==> src/rtl/irq_pkg.sv <==
package irq_pkg;

  typedef enum logic [1:0] {
    GOP_KEEP  = 2'd0,
    GOP_CLEAR = 2'd1,
    GOP_SET   = 2'd2
  } gie_op_e;

  // Global-enable update: disable beats acceptance beats set/return.
  function automatic gie_op_e gie_resolve(input logic cli, input logic take,
                                          input logic sei, input logic reti);
    if (cli || take)  return GOP_CLEAR;
    if (sei || reti)  return GOP_SET;
    return GOP_KEEP;
  endfunction

  // Next hold state after a return: set by return, spent by one boundary.
  function automatic logic hold_next(input logic hold, input logic reti,
                                     input logic bnd);
    if (reti) return 1'b1;
    if (bnd)  return 1'b0;
    return hold;
  endfunction

endpackage

==> src/rtl/irq_flag_bank.sv <==
module irq_flag_bank #(
  parameter int N_EVT = 4
) (
  input  logic             clk,
  input  logic             rst_n,
  input  logic [N_EVT-1:0] evt_i,
  input  logic             wr_en_i,
  input  logic [N_EVT-1:0] wr_data_i,
  input  logic [N_EVT-1:0] svc_clr_i,
  output logic [N_EVT-1:0] flags_o
);

  logic [N_EVT-1:0] flags_q;
  logic [N_EVT-1:0] sw_clr;
  logic [N_EVT-1:0] clr_mask;

  assign sw_clr   = wr_en_i ? wr_data_i : '0;
  assign clr_mask = sw_clr | svc_clr_i;

  // A new event overrides any clear of the same bit.
  always_ff @(posedge clk) begin
    if (!rst_n) flags_q <= '0;
    else        flags_q <= (flags_q & ~clr_mask) | evt_i;
  end

  assign flags_o = flags_q;

  a_r4_event_latched: assert property (@(posedge clk) disable iff (!rst_n)
    (|evt_i) |=> ((flags_q & $past(evt_i)) == $past(evt_i)));

  a_r5_sw_clear: assert property (@(posedge clk) disable iff (!rst_n)
    wr_en_i |=> ((flags_q & $past(wr_data_i) & ~$past(evt_i)) == '0));

  a_r5_svc_clear: assert property (@(posedge clk) disable iff (!rst_n)
    (|svc_clr_i) |=> ((flags_q & $past(svc_clr_i) & ~$past(evt_i)) == '0));

  a_r4_no_spurious_set: assert property (@(posedge clk) disable iff (!rst_n)
    1'b1 |=> ((flags_q & ~$past(flags_q) & ~$past(evt_i)) == '0));

endmodule

==> src/rtl/irq_prio_arb.sv <==
module irq_prio_arb #(
  parameter int N  = 8,
  parameter int VW = (N > 1) ? $clog2(N) : 1
) (
  input  logic          clk,
  input  logic          rst_n,
  input  logic [N-1:0]  req_i,
  output logic [N-1:0]  grant_o,
  output logic [VW-1:0] idx_o,
  output logic          any_o
);

  // Scan from the top so the lowest set index is the last one written.
  always_comb begin
    grant_o = '0;
    idx_o   = '0;
    for (int i = N - 1; i >= 0; i--) begin
      if (req_i[i]) begin
        grant_o    = '0;
        grant_o[i] = 1'b1;
        idx_o      = VW'(i);
      end
    end
  end

  assign any_o = |req_i;

  a_r7_grant_onehot: assert property (@(posedge clk) disable iff (!rst_n)
    $onehot0(grant_o));

  a_r7_grant_is_request: assert property (@(posedge clk) disable iff (!rst_n)
    ((grant_o & ~req_i) == '0) && (any_o == (grant_o != '0)));

  a_r7_lower_idle: assert property (@(posedge clk) disable iff (!rst_n)
    any_o |-> ((req_i & ((N'(1) << idx_o) - N'(1))) == '0));

endmodule

==> src/rtl/irq_gie_ctrl.sv <==
module irq_gie_ctrl
  import irq_pkg::*;
(
  input  logic clk,
  input  logic rst_n,
  input  logic sei_i,
  input  logic cli_i,
  input  logic reti_i,
  input  logic bnd_i,
  input  logic any_i,
  output logic take_o,
  output logic gie_o
);

  logic    gie_q;
  logic    hold_q;
  gie_op_e op;

  assign take_o = bnd_i && gie_q && !hold_q && !cli_i && any_i;
  assign op     = gie_resolve(cli_i, take_o, sei_i, reti_i);

  always_ff @(posedge clk) begin
    if (!rst_n) begin
      gie_q  <= 1'b0;
      hold_q <= 1'b0;
    end else begin
      case (op)
        GOP_CLEAR: gie_q <= 1'b0;
        GOP_SET:   gie_q <= 1'b1;
        default:   gie_q <= gie_q;
      endcase
      hold_q <= hold_next(hold_q, reti_i, bnd_i);
    end
  end

  assign gie_o = gie_q;

  a_r1_take_drops_gie: assert property (@(posedge clk) disable iff (!rst_n)
    take_o |=> !gie_q);

  a_r1_take_single: assert property (@(posedge clk) disable iff (!rst_n)
    take_o |=> !take_o);

  a_r2_sei_sets: assert property (@(posedge clk) disable iff (!rst_n)
    (sei_i && !cli_i && !take_o) |=> gie_q);

  a_r3_reti_sets: assert property (@(posedge clk) disable iff (!rst_n)
    (reti_i && !cli_i && !take_o) |=> gie_q);

  a_r8_hold_after_reti: assert property (@(posedge clk) disable iff (!rst_n)
    reti_i |=> !take_o);

  a_r9_cli_blocks: assert property (@(posedge clk) disable iff (!rst_n)
    cli_i |-> !take_o);

  a_r9_cli_clears: assert property (@(posedge clk) disable iff (!rst_n)
    cli_i |=> !gie_q);

endmodule

==> src/rtl/irq_prio_ctrl.sv <==
module irq_prio_ctrl #(
  parameter int N_EVT = 4,
  parameter int N_LVL = 4,
  localparam int N    = N_EVT + N_LVL,
  localparam int VW   = (N > 1) ? $clog2(N) : 1
) (
  input  logic             clk,
  input  logic             rst_n,
  input  logic [N_EVT-1:0] evt_i,
  input  logic [N_LVL-1:0] lvl_i,
  input  logic [N-1:0]     en_i,
  input  logic             sei_i,
  input  logic             cli_i,
  input  logic             reti_i,
  input  logic             boundary_i,
  input  logic             wr_en_i,
  input  logic [N_EVT-1:0] wr_data_i,
  output logic             take_o,
  output logic [VW-1:0]    vec_o,
  output logic             gie_o,
  output logic [N_EVT-1:0] flags_o
);

  logic [N_EVT-1:0] flags;
  logic [N-1:0]     pend;
  logic [N-1:0]     grant;
  logic [VW-1:0]    win_idx;
  logic             any_pend;
  logic             take;
  logic [N_EVT-1:0] svc_clr;

  // Events occupy the low indices, levels follow.
  assign pend    = {lvl_i & en_i[N-1:N_EVT], flags & en_i[N_EVT-1:0]};
  assign svc_clr = take ? grant[N_EVT-1:0] : '0;

  irq_flag_bank #(.N_EVT(N_EVT)) u_flags (
    .clk       (clk),
    .rst_n     (rst_n),
    .evt_i     (evt_i),
    .wr_en_i   (wr_en_i),
    .wr_data_i (wr_data_i),
    .svc_clr_i (svc_clr),
    .flags_o   (flags)
  );

  irq_prio_arb #(.N(N), .VW(VW)) u_arb (
    .clk     (clk),
    .rst_n   (rst_n),
    .req_i   (pend),
    .grant_o (grant),
    .idx_o   (win_idx),
    .any_o   (any_pend)
  );

  irq_gie_ctrl u_gie (
    .clk    (clk),
    .rst_n  (rst_n),
    .sei_i  (sei_i),
    .cli_i  (cli_i),
    .reti_i (reti_i),
    .bnd_i  (boundary_i),
    .any_i  (any_pend),
    .take_o (take),
    .gie_o  (gie_o)
  );

  assign take_o  = take;
  assign vec_o   = win_idx;
  assign flags_o = flags;

  a_r11_take_has_cause: assert property (@(posedge clk) disable iff (!rst_n)
    take_o |-> (boundary_i && gie_o && pend[vec_o]));

  a_r6_level_needs_input: assert property (@(posedge clk) disable iff (!rst_n)
    (take_o && (int'(vec_o) >= N_EVT)) |-> lvl_i[int'(vec_o) - N_EVT]);

endmodule

==> config.mk <==
export PLATFORM = sky130hd
export DESIGN_NAME = irq_prio_ctrl
export DESIGN_NICKNAME = d
export VERILOG_FILES = /design/src/rtl/irq_pkg.sv /design/src/rtl/irq_flag_bank.sv /design/src/rtl/irq_prio_arb.sv /design/src/rtl/irq_gie_ctrl.sv /design/src/rtl/irq_prio_ctrl.sv
export SDC_FILE = /design/constraint.sdc
export NUM_CORES = 1
export LEC_CHECK = 0
export ABC_AREA = 1
export BUFFER_PORTS_ARGS = -buffer_cell sky130_fd_sc_hd__buf_4
export CAP_MARGIN = 20
export CELL_PAD_IN_SITES_DETAIL_PLACEMENT = 1
export CELL_PAD_IN_SITES_GLOBAL_PLACEMENT = 1
export CORE_AREA = 2 2 45 47
export CTS_BUF_LIST = sky130_fd_sc_hd__clkbuf_4
export CTS_CLUSTER_DIAMETER = 80
export DETAILED_ROUTE_END_ITERATION = 16
export DIE_AREA = 0 0 47 49
export PLACE_DENSITY_LB_ADDON = 0.1
export SLEW_MARGIN = 20
export SYNTH_ARGS = -nofsm -noshare
export SYNTH_HDL_FRONTEND = slang
export SYNTH_SLANG_ARGS = --single-unit
export TNS_END_PERCENT = 5
==> constraint.sdc <==
create_clock -name clk -period 1.2 [get_ports clk]
set_clock_uncertainty 0.2 [all_clocks]
set_input_delay 0.12 -clock clk [delete_from_list [all_inputs] [get_ports clk]]
set_output_delay 0.12 -clock clk [all_outputs]
set_load 0.005 [all_outputs]
==> impl_metrics.yaml <==
status:
  status: "finished with violations"
  violations: "setup timing"
min_path:
  min_path_type: "input port to register"
  min_path_cells: 4
  hold_end: "u_gie.hold_q"
  hold_path.startpoint: "boundary_i"
global_route:
  grt_pass1_vias: 683
  grt_max_degree: 6
  grt_pass1_wl_um: 2800
  grt_use_total_pct: 16.5
  grt_overflow: 0
  antenna_found_initial: 0
setup_path:
  r2r_cells: 8
  required_ns: 0.88
  reg2reg_to: "u_flags.flags_o[1]"
  cpMostUsedCell: "nand2_4"
  r2r_setup_slack_ns: -0.11
  path_max_fanout: 4
  cp-start-kind: "register"
  critPathMaxStageDelay_ns: 0.35
  worstSetupPathType: "register to output pin"
  critPathSlowestCell: "dfxtp_2"
  crit_buf_inv: 1
  worst_r2r_startpoint: "u_flags.flags_o[2]"
  cp_data_arrival_time_ns: 1.09
  path_cells: "nand2_4 -> nand2_4 -> nor2_4 -> a21boi_2 -> buf_4"
  end_kind: "output pin"
  cp_top_family: "flip-flops"
power_and_ir_drop:
  power_uw: 714
  p_clk_share_pct: 26.2
  sw_frac_of_total_pct: 28.6
  intPower_uw: 510
  ir_drop_uv: 533
  p_seq_share_pct: 32.1
  p_leak_nw: 0.496
  p_per_area_nw_per_um2: 716
  p_switching_uw: 204
  power_frac_comb_pct: 41.7
die:
  dieArea_um2: 2300
  fp.dieW_um: 47
  initial_core_util_pct: 23.0
  io_pins: 36
  fp-row-count: 16
  core_region_area_um2: 1840
  die_h_um: 49
clock_network:
  numCtsBuffers: 3
  clockBufferDepth: 2
  clock_latency_ns: 0.24
  clk_pin_slew_ns: 0.05
  cts_root_buf: "clkbuf_4"
  numClockSinks: 6
  cts_tree: "done"
  cts_htree_levels: 1
sta:
  clock.fmax_ghz: 0.708
  holdWs_ns: 0.00191
  fin_crit_ns: 1.41
  slew_headroom_pct: 85.0
  rsz0062_at_grt: "true"
  fin_crit_sh_pct: 118
  hold_violations: 0
  worst_pin_slew_ns: 0.224
  finalMaxSlewViolations: 0
  worst_slack_ns: -0.213
  setup_viol: 8
yosys:
  yosysWarnings: 0
  syn_area_um2: 423
  syn-num-nets: 89
  post_synth.cell_area_avg_um2: 6.82
  syn_inst: 62
  ys_seq_elements: 6
  yosys-top-cells-area: "dfxtp_1, nand2_1, nand3_1, nand2_2, a21boi_0"
  yosysSeqAreaShare_pct: 28.4
  synth_top_area_cell: "dfxtp_1"
  yosysTopAreaCellShare_pct: 28.4
  netlist-cell-type-count: 15
finish:
  nets: 151
  antenna_cells: 0
  area_growth_pct: 136
  final_common_cell: "buf_4"
  final_cell_mix: "buf_4, dlygate4sd3_1, nand2_1"
  drive_above_1_share_pct: 59.0
place:
  io_buffers: 35
  gp_congestion: 0.722
  place_ws_ns: -0.0478
  dp_hpwl_um: 1240
routing:
  drc: 0
  first_pass_iters: 4
  route.vias.total: 634
  drt_wl_total_um: 1660
  drtIter0Drc: 1
  postRouteAntennaNets: 0
  vias_per_cell: 4.26
  wl_per_cell_um: 11.1
flow_run:
  maxCapViolCount: 0
flip-flops by register name (all words and copies together), names as in the netlist:
register / flops
u_gie.gie_o: 1
u_gie.hold_q: 1
u_flags.flags_o: 4
Yosys cell counts, drive strengths merged:
cell type and n:
o31ai 1, nor3 3, inv 7, nand2 19, nand3 7, a31oi 2
dfxtp 6, a21boi 5, nor2 7, a21oi 5
power by group through the flow:
stage          Clock, mW  Combinational (mW)  Sequential, mW
6_report           0.187               0.298           0.229
5_1_grt            0.209               0.330           0.230
4_1_cts            0.194               0.287           0.229
3_5_place_dp           0               0.239           0.227
3_3_place_gp           0               0.235           0.227
2_1_floorplan          0              0.0882           0.229
logic make-up (layout without fill, tap and decap cells):
group                  count (synthesis)  count (layout)  share of synthesized area, %
buffers and inverters                  7              67                          6.21
AND/OR/NAND/NOR                       36              36                          45.9
flip-flops                             6               6                          28.4
AO/OA/AOI/OAI                         13              13                          19.5
worst reg2reg max path, stage by stage, from the launching register on:
cell and delay [ns]:
dfxtp_2 0.35, nand2_4 0.08, nand2_4 0.10, nor2_4 0.04, buf_4 0.12, nand2_2 0.08
nand3_1 0.09, nand2_1 0.07, a21oi_1 0.05
cell type report:
| class | instances | area, µm² |
|---|---|---|
| tap | 27 | 33.8 |
| clock buffer | 3 | 22.5 |
| inverter | 7 | 26.3 |
| timing repair buffer | 57 | 458 |
| fill | 237 | 845 |
| multi-input combinational | 49 | 329 |
| sequential | 6 | 128 |
per-stage QoR:
stage	std cells	TNS, ns	cell area, µm²	util, %
finish	149	-1.13	997	54.1
global route	149	-1.78	997	54.1
CTS	149	-1.10	971	52.7
detailed placement	132	-0.153	783	42.5
global placement	132	-0.0742	783	42.5
floorplan	62	0	427	-
worst max path at each step:
stage / endpoint / from / cells past startpoint / slack, ns
after CTS: take_o / u_flags.flags_o[2] / 5 / -0.21
after floorplan: u_gie.gie_o / u_gie.gie_o / 4 / 0.03
after global routing: take_o / u_gie.gie_o / 4 / -0.27
after global placement: u_flags.flags_o[3] / u_flags.flags_o[2] / 7 / -0.03
final: take_o / u_flags.flags_o[2] / 5 / -0.21
after detailed placement: u_flags.flags_o[3] / u_flags.flags_o[2] / 7 / -0.05
routing by layer:
layer  share of wire (%)  track usage (%)  vias up
met1                  42             19.8      282
li1                    -                -      328
met2                  51             27.2       22
met4                0.84             7.87        0
met5                   0                0        -
met3                 5.5             2.59        2
what timing repair did:
action	CTS	global route
endpoints found under the hold margin	6	0
gates resized for setup	12	5
pin swaps	6	1
cloned	0	0
endpoints found under the setup margin	8	9
setup buffers	2	0
hold buffers	12	0
Power figures use the tool's default switching activity.
